<file path="config.mk">
export PLATFORM = sky130hd
export DESIGN_NAME = sic_top
export DESIGN_NICKNAME = d
export VERILOG_FILES = /design/src/rtl/sic_pkg.sv /design/src/rtl/sic_regbank.sv /design/src/rtl/sic_trigger.sv /design/src/rtl/sic_route.sv /design/src/rtl/sic_top.sv
export SDC_FILE = /design/constraint.sdc
export NUM_CORES = 1
export LEC_CHECK = 0
export BUFFER_PORTS_ARGS = -buffer_cell sky130_fd_sc_hd__buf_2
export CORE_ASPECT_RATIO = 1.4
export CORE_MARGIN = 8
export CORE_UTILIZATION = 48
export DETAILED_ROUTE_END_ITERATION = 10
export PLACE_DENSITY = 0.65
export SETUP_SLACK_MARGIN = 0.3
export SYNTH_ARGS = -nofsm -noshare
export SYNTH_HDL_FRONTEND = slang
export SYNTH_SLANG_ARGS = --single-unit
</file>
<file path="constraint.sdc">
create_clock -name clk -period 2.5 [get_ports clk]
set_clock_uncertainty 0.1 [all_clocks]
set_input_delay 0.375 -clock clk [delete_from_list [all_inputs] [get_ports clk]]
set_output_delay 0.375 -clock clk [all_outputs]
set_load 0.03 [all_outputs]
</file>
<file path="src/rtl/sic_pkg.sv">
package sic_pkg;

  localparam int unsigned NUM_REGS = 7;

  typedef enum logic [2:0] {
    RI_CFG0 = 3'd0,
    RI_CFG1 = 3'd1,
    RI_CFG2 = 3'd2,
    RI_SRC  = 3'd3,
    RI_ASGN = 3'd4,
    RI_WAKE = 3'd5,
    RI_MASK = 3'd6
  } reg_idx_e;

  localparam logic [2:0] TM_OFF  = 3'd0;
  localparam logic [2:0] TM_RISE = 3'd1;
  localparam logic [2:0] TM_FALL = 3'd2;
  localparam logic [2:0] TM_BOTH = 3'd3;
  localparam logic [2:0] TM_HIGH = 3'd4;
  localparam logic [2:0] TM_LOW  = 3'd5;

  localparam logic [7:0] OFF_REQ0_STAT = 8'h54;
  localparam logic [7:0] OFF_REQ1_STAT = 8'h5C;

  function automatic logic [7:0] set_offset(int unsigned idx);
    case (idx)
      0:       return 8'h40;
      1:       return 8'h48;
      2:       return 8'h50;
      3:       return 8'h58;
      4:       return 8'h60;
      5:       return 8'h78;
      6:       return 8'h68;
      default: return 8'hFC;
    endcase
  endfunction

  function automatic logic [7:0] clr_offset(int unsigned idx);
    return set_offset(idx) + 8'h04;
  endfunction

endpackage

</file>
<file path="src/rtl/sic_regbank.sv">
module sic_regbank
  import sic_pkg::*;
#(
  parameter int unsigned DW = 32,
  parameter int unsigned AW = 8
) (
  input  logic                          clk,
  input  logic                          rst,
  input  logic                          wr,
  input  logic [AW-1:0]                 addr,
  input  logic [DW-1:0]                 wdata,
  output logic [NUM_REGS-1:0][DW-1:0]   regs,
  output logic [DW-1:0]                 edge_clr
);

  for (genvar k = 0; k < NUM_REGS; k++) begin : g_word
    localparam logic [AW-1:0] SET_A = AW'(set_offset(k));
    localparam logic [AW-1:0] CLR_A = AW'(clr_offset(k));
    logic [DW-1:0] word_q;

    always_ff @(posedge clk) begin
      if (rst) begin
        word_q <= '0;
      end else if (wr && addr == SET_A) begin
        word_q <= word_q | wdata;
      end else if (wr && addr == CLR_A) begin
        word_q <= word_q & ~wdata;
      end
    end

    assign regs[k] = word_q;
  end

  localparam logic [AW-1:0] EDGE_CLR_A = AW'(clr_offset(int'(RI_CFG2)));

  assign edge_clr = (wr && addr == EDGE_CLR_A) ? wdata : '0;

endmodule

</file>
<file path="src/rtl/sic_trigger.sv">
module sic_trigger
  import sic_pkg::*;
#(
  parameter int unsigned N = 32
) (
  input  logic         clk,
  input  logic         rst,
  input  logic [N-1:0] irq_in,
  input  logic [N-1:0] cfg0,
  input  logic [N-1:0] cfg1,
  input  logic [N-1:0] cfg2,
  input  logic [N-1:0] edge_clr,
  output logic [N-1:0] pend
);

  for (genvar i = 0; i < N; i++) begin : g_src
    logic       prev_q;
    logic       lat_q;
    logic [2:0] mode;
    logic       rise;
    logic       fall;
    logic       evt;

    assign mode = {cfg2[i], cfg1[i], cfg0[i]};
    assign rise = irq_in[i] & ~prev_q;
    assign fall = ~irq_in[i] & prev_q;

    always_comb begin
      case (mode)
        TM_RISE: evt = rise;
        TM_FALL: evt = fall;
        TM_BOTH: evt = rise | fall;
        default: evt = 1'b0;
      endcase
    end

    always_ff @(posedge clk) begin
      if (rst) begin
        prev_q <= 1'b0;
        lat_q  <= 1'b0;
      end else begin
        prev_q <= irq_in[i];
        if (evt) begin
          lat_q <= 1'b1;
        end else if (edge_clr[i]) begin
          lat_q <= 1'b0;
        end
      end
    end

    always_comb begin
      case (mode)
        TM_RISE, TM_FALL, TM_BOTH: pend[i] = lat_q;
        TM_HIGH:                   pend[i] = irq_in[i];
        TM_LOW:                    pend[i] = ~irq_in[i];
        default:                   pend[i] = 1'b0;
      endcase
    end
  end

endmodule

</file>
<file path="src/rtl/sic_route.sv">
module sic_route #(
  parameter int unsigned N = 32
) (
  input  logic         clk,
  input  logic         rst,
  input  logic [N-1:0] pend,
  input  logic [N-1:0] mask,
  input  logic [N-1:0] asgn,
  input  logic [N-1:0] wake_en,
  output logic [N-1:0] req0_stat,
  output logic [N-1:0] req1_stat,
  output logic         req0_o,
  output logic         req1_o,
  output logic         wake_o
);

  logic [N-1:0] live;

  assign live      = pend & mask;
  assign req0_stat = live & asgn;
  assign req1_stat = live & ~asgn;

  always_ff @(posedge clk) begin
    if (rst) begin
      req0_o <= 1'b0;
      req1_o <= 1'b0;
      wake_o <= 1'b0;
    end else begin
      req0_o <= |req0_stat;
      req1_o <= |req1_stat;
      wake_o <= |(pend & wake_en);
    end
  end

endmodule

</file>
<file path="src/rtl/sic_top.sv">
module sic_top
  import sic_pkg::*;
#(
  parameter int unsigned NUM_SRC      = 32,
  parameter int unsigned WINDOW_BYTES = 256
) (
  input  logic                          clk,
  input  logic                          rst,
  input  logic                          bus_wr,
  input  logic                          bus_rd,
  input  logic [$clog2(WINDOW_BYTES)-1:0] bus_addr,
  input  logic [NUM_SRC-1:0]            bus_wdata,
  output logic [NUM_SRC-1:0]            bus_rdata,
  input  logic [NUM_SRC-1:0]            irq_in,
  output logic                          req0_o,
  output logic                          req1_o,
  output logic                          wake_o
);

  localparam int unsigned AW = $clog2(WINDOW_BYTES);
  localparam int unsigned DW = NUM_SRC;

  logic [NUM_REGS-1:0][DW-1:0] regs;
  logic [DW-1:0]               edge_clr;
  logic [DW-1:0]               pend;
  logic [DW-1:0]               req0_stat;
  logic [DW-1:0]               req1_stat;
  logic [DW-1:0]               rd_mux;

  sic_regbank #(.DW(DW), .AW(AW)) u_regbank (
    .clk      (clk),
    .rst      (rst),
    .wr       (bus_wr),
    .addr     (bus_addr),
    .wdata    (bus_wdata),
    .regs     (regs),
    .edge_clr (edge_clr)
  );

  sic_trigger #(.N(DW)) u_trigger (
    .clk      (clk),
    .rst      (rst),
    .irq_in   (irq_in),
    .cfg0     (regs[RI_CFG0]),
    .cfg1     (regs[RI_CFG1]),
    .cfg2     (regs[RI_CFG2]),
    .edge_clr (edge_clr),
    .pend     (pend)
  );

  sic_route #(.N(DW)) u_route (
    .clk       (clk),
    .rst       (rst),
    .pend      (pend),
    .mask      (regs[RI_MASK]),
    .asgn      (regs[RI_ASGN]),
    .wake_en   (regs[RI_WAKE]),
    .req0_stat (req0_stat),
    .req1_stat (req1_stat),
    .req0_o    (req0_o),
    .req1_o    (req1_o),
    .wake_o    (wake_o)
  );

  always_comb begin
    rd_mux = '0;
    for (int k = 0; k < NUM_REGS; k++) begin
      if (bus_addr == AW'(set_offset(k))) begin
        rd_mux = regs[k];
      end else if (bus_addr == AW'(clr_offset(k)) &&
                   k != int'(RI_CFG2) && k != int'(RI_SRC)) begin
        rd_mux = regs[k];
      end
    end
    if (bus_addr == AW'(OFF_REQ0_STAT)) rd_mux = req0_stat;
    if (bus_addr == AW'(OFF_REQ1_STAT)) rd_mux = req1_stat;
  end

  always_ff @(posedge clk) begin
    if (rst) begin
      bus_rdata <= '0;
    end else if (bus_rd) begin
      bus_rdata <= rd_mux;
    end else begin
      bus_rdata <= '0;
    end
  end

endmodule

</file>
==> results.md <==
* Avg Cell Area, Syn at 7.98 um^2
* Later-pin clock latency in the skew report at 530 ps
* Final ANT Viol Nets at 0
* Final Hold Vio Count at 0
* R2r endpoint: u_route.wake_o
* GPL Wtd Cong at 1.00
* Root buf cell: clkbuf_16
* CP Capture Type: register
* Internal power at 8.68 mW
* Reg area at 6480 um^2
* FF-to-FF path depth at 6
* Clock Sinks at 323
* Critical Path RT at 2820 ps
* Post-Synth XOR/XNOR Area at 0.647%
* Filler cells at 3352
* Yosys warnings at 0
* Setup TNS at 0 ps
* Final min period at 2280 ps
* Synth Area in Simple Gates at 20.8%
* Status: finished clean
* Leak pwr at 7.90 nW
* Hold path depth at 3
* Post-Route WL at 63000 um
* Seq/Total Area, Yosys at 36.7%
* Unrepaired setup endpoints after global routing: true
* Main combinational cell family by area after synthesis: compound AO/OA/AOI/OAI gates
* Total CTS buffers at 36
* Clock buffer depth at 3
* Num ports at 111
* Post-synth ARST share at 0%
* Number of synthesized flops with an enable pin at 0
* Compound-Gate Fraction of Synth Area at 27.8%
* Fmax at 439 MHz
* HP Start: irq_in[15]
* Site Rows at 83
* Mapped Area at 17600 um^2
* Worst hold path class: input port to register
* Post-synthesis mux area share at 3.04%
* Area Growth Syn to Fin at 16.6%
* Starting Density at 48.3%
* DRT iter0 DRCs at 1782
* Die Ht at 243 um
* Cell count after synthesis at 2205
* Critical path startpoint category: register
* Post-Synth Adder-Cell Area at 4.55%
* Worst vdd ir at 550 uV
* Die span in x at 178 um
* Fin. max-slew vios at 0
* Initial DRT Pass Iterations at 6
* Via/cell ratio at 6.42
* Hold buffer count at CTS at 0
* H-tree lvl count at 2
* Layout cells sized above 1 at 15.0%
* Max Cap Viol at 0
* WS Path Type: register to register
* Final setup fails at 0
* Multi-input combinational cell area at 10200 um^2
* Design area at 20500 um^2
* DRC errors left at 0
* Vias in the first global route at 16500
* Main flop type after synthesis: dfxtp_1
* Yosys reg bits at 323
* IO Port Bufs at 110
* Slew margin rel. at 32.3%
* Die ar. at 43100 um^2
* Synth cell types at 73
* Global-route wire length before repair at 96700 um
* Wirelength per Cell at 22.7 um
* Synthesized net count at 2345
* CP Data Arrival Time at 2600 ps
* Nets@finish at 2418
* FF-to-FF setup slack at 220 ps
* Switching share of power at 24.3%
* Combinational share of power at 6.9%
* Dpl cell area at 19200 um^2
* Final period util at 91.2%
* Crit Path Max Fanout at 4
* Clock Power Share at 47.7%
* Clock-pin slew on the worst setup and hold paths at 60 ps
* Worst hold path endpoint: u_trigger.g_src[15].prev_q
* Post-DP HPWL at 43200 um
* NetSw at 2.79 mW
* Initial antenna violation count at 1
* CTS tree: yes
* Grt total ovfl at 0
* Routed via count at 17800
* Power Density at 559 nW/um^2
* Largest net degree at the start of global routing at 150
* Global Route Usage Sum at 28.2%
* Worst slew pin tran at 1020 ps
* Core area at 36500 um^2
* Sequential Power Share at 45.4%
per-layer routing:
| layer | global-route usage (%) | part of all wire [%] |
|---|---|---|
| met3 | 4.44 | 7.4 |
| met5 | 0 | 0 |
| met2 | 44.0 | 46 |
| met1 | 36.7 | 41 |
| met4 | 14.9 | 5.3 |
stage by stage:
stage                     power, mW  util (%)  hold WS [ps]  std cells  worst slack (ps)
after floorplan                5.76         -           332       2205               311
after global placement         6.07      52.6           351       2706             -18.9
after detailed placement       6.09      52.6           363       2706             -54.1
after CTS                      11.5      56.1          12.7       2770               240
after global routing           11.8      56.3          28.5       2771               207
final                          11.5      56.3          27.5       2771               220
layout by cell type, fill, tap and decap left out, types with 14 or more instances in the layout:
master / netlist / layout
nor3b_1: 28 / 26
o21ai_0: 68 / 67
buf_12: 0 / 21
o22ai_1: 19 / 18
dfxtp_1: 323 / 313
mux2i_1: 40 / 40
o211ai_1: 24 / 24
a32oi_1: 14 / 14
ha_1: 64 / 64
a22oi_1: 56 / 56
a31oi_1: 18 / 16
a21oi_1: 322 / 322
nor4bb_1: 24 / 23
a222oi_1: 17 / 17
nor2b_1: 35 / 34
o32a_1: 14 / 14
nor2_1: 219 / 212
a21o_1: 16 / 16
inv_1: 100 / 100
and3_1: 65 / 63
nand3_1: 26 / 26
nand2_1: 158 / 158
buf_4: 0 / 93
a311oi_1: 130 / 130
nor3_1: 73 / 70
buf_2: 26 / 108
clkbuf_16: 0 / 37
critical path, stage by stage (launching register included):
cell and delay [ps]:
dfxtp_4 360, xor2_2 140, and4b_2 250, a221o_1 300
a21o_1 170, or4_1 530, o41a_1 320
repair_timing:
action                     CTS  global route
resized for setup           22            16
setup endpoints to repair    3             3
buffers inserted             1             0
pin swaps                   13             5
power by group through the flow:
stage | sequential (mW) | combinational, mW | clock, mW
final | 5.21 | 0.789 | 5.47
after CTS | 5.21 | 0.773 | 5.51
after detailed placement | 5.32 | 0.768 | 0
after floorplan | 5.32 | 0.439 | 0
after global routing | 5.21 | 0.850 | 5.74
after global placement | 5.32 | 0.748 | 0
layout make-up:
type / instances / area share, %
Antenna cell: 1 / 0.0122
Clock buffer: 53 / 5.19
Clock inverter: 10 / 0.610
Inverter: 104 / 1.90
Multi-Input combinational cell: 1589 / 49.6
Sequential cell: 323 / 31.6
Tap cell: 467 / 2.85
Timing Repair Buffer: 224 / 8.21
cell usage after synthesis, drive strengths merged, types with 32 or more instances:
master | number | share of area (%)
dfxtp | 323 | 37
inv | 103 | 2.2
a311oi | 130 | 6.5
nand2 | 159 | 3.4
a22oi | 56 | 2.4
mux2i | 40 | 2.3
clkbuf | 157 | 3.3
ha | 64 | 4.6
nor2b | 35 | 1.2
buf | 32 | 0.87
and3 | 65 | 2.3
nor3 | 75 | 2.2
nor2 | 220 | 4.7
a21oi | 322 | 9.2
o21ai | 72 | 2.0
kinds of logic after synthesis:
| kind of cell | Yosys count |
|---|---|
| XOR/XNOR | 13 |
| buffers and inverters | 293 |
| AND/OR/NAND/NOR | 715 |
| flip-flops | 323 |
| AO/OA/AOI/OAI | 745 |
| multiplexers | 52 |
| adder cells (fa/ha/maj) | 64 |
worst max path at each step:
stage,startpoint,endpoint,slack (ps),cells past startpoint
after global placement,bus_addr[4],bus_rdata[0],-20,9
final,register,u_route.wake_o,220,6
after detailed placement,bus_addr[4],bus_rdata[0],-50,9
after global routing,register,u_route.wake_o,210,6
after CTS,register,u_route.wake_o,240,6
after floorplan,irq_in[2],u_route.wake_o,310,6
Note: power is estimated with default switching activity, not from simulation.
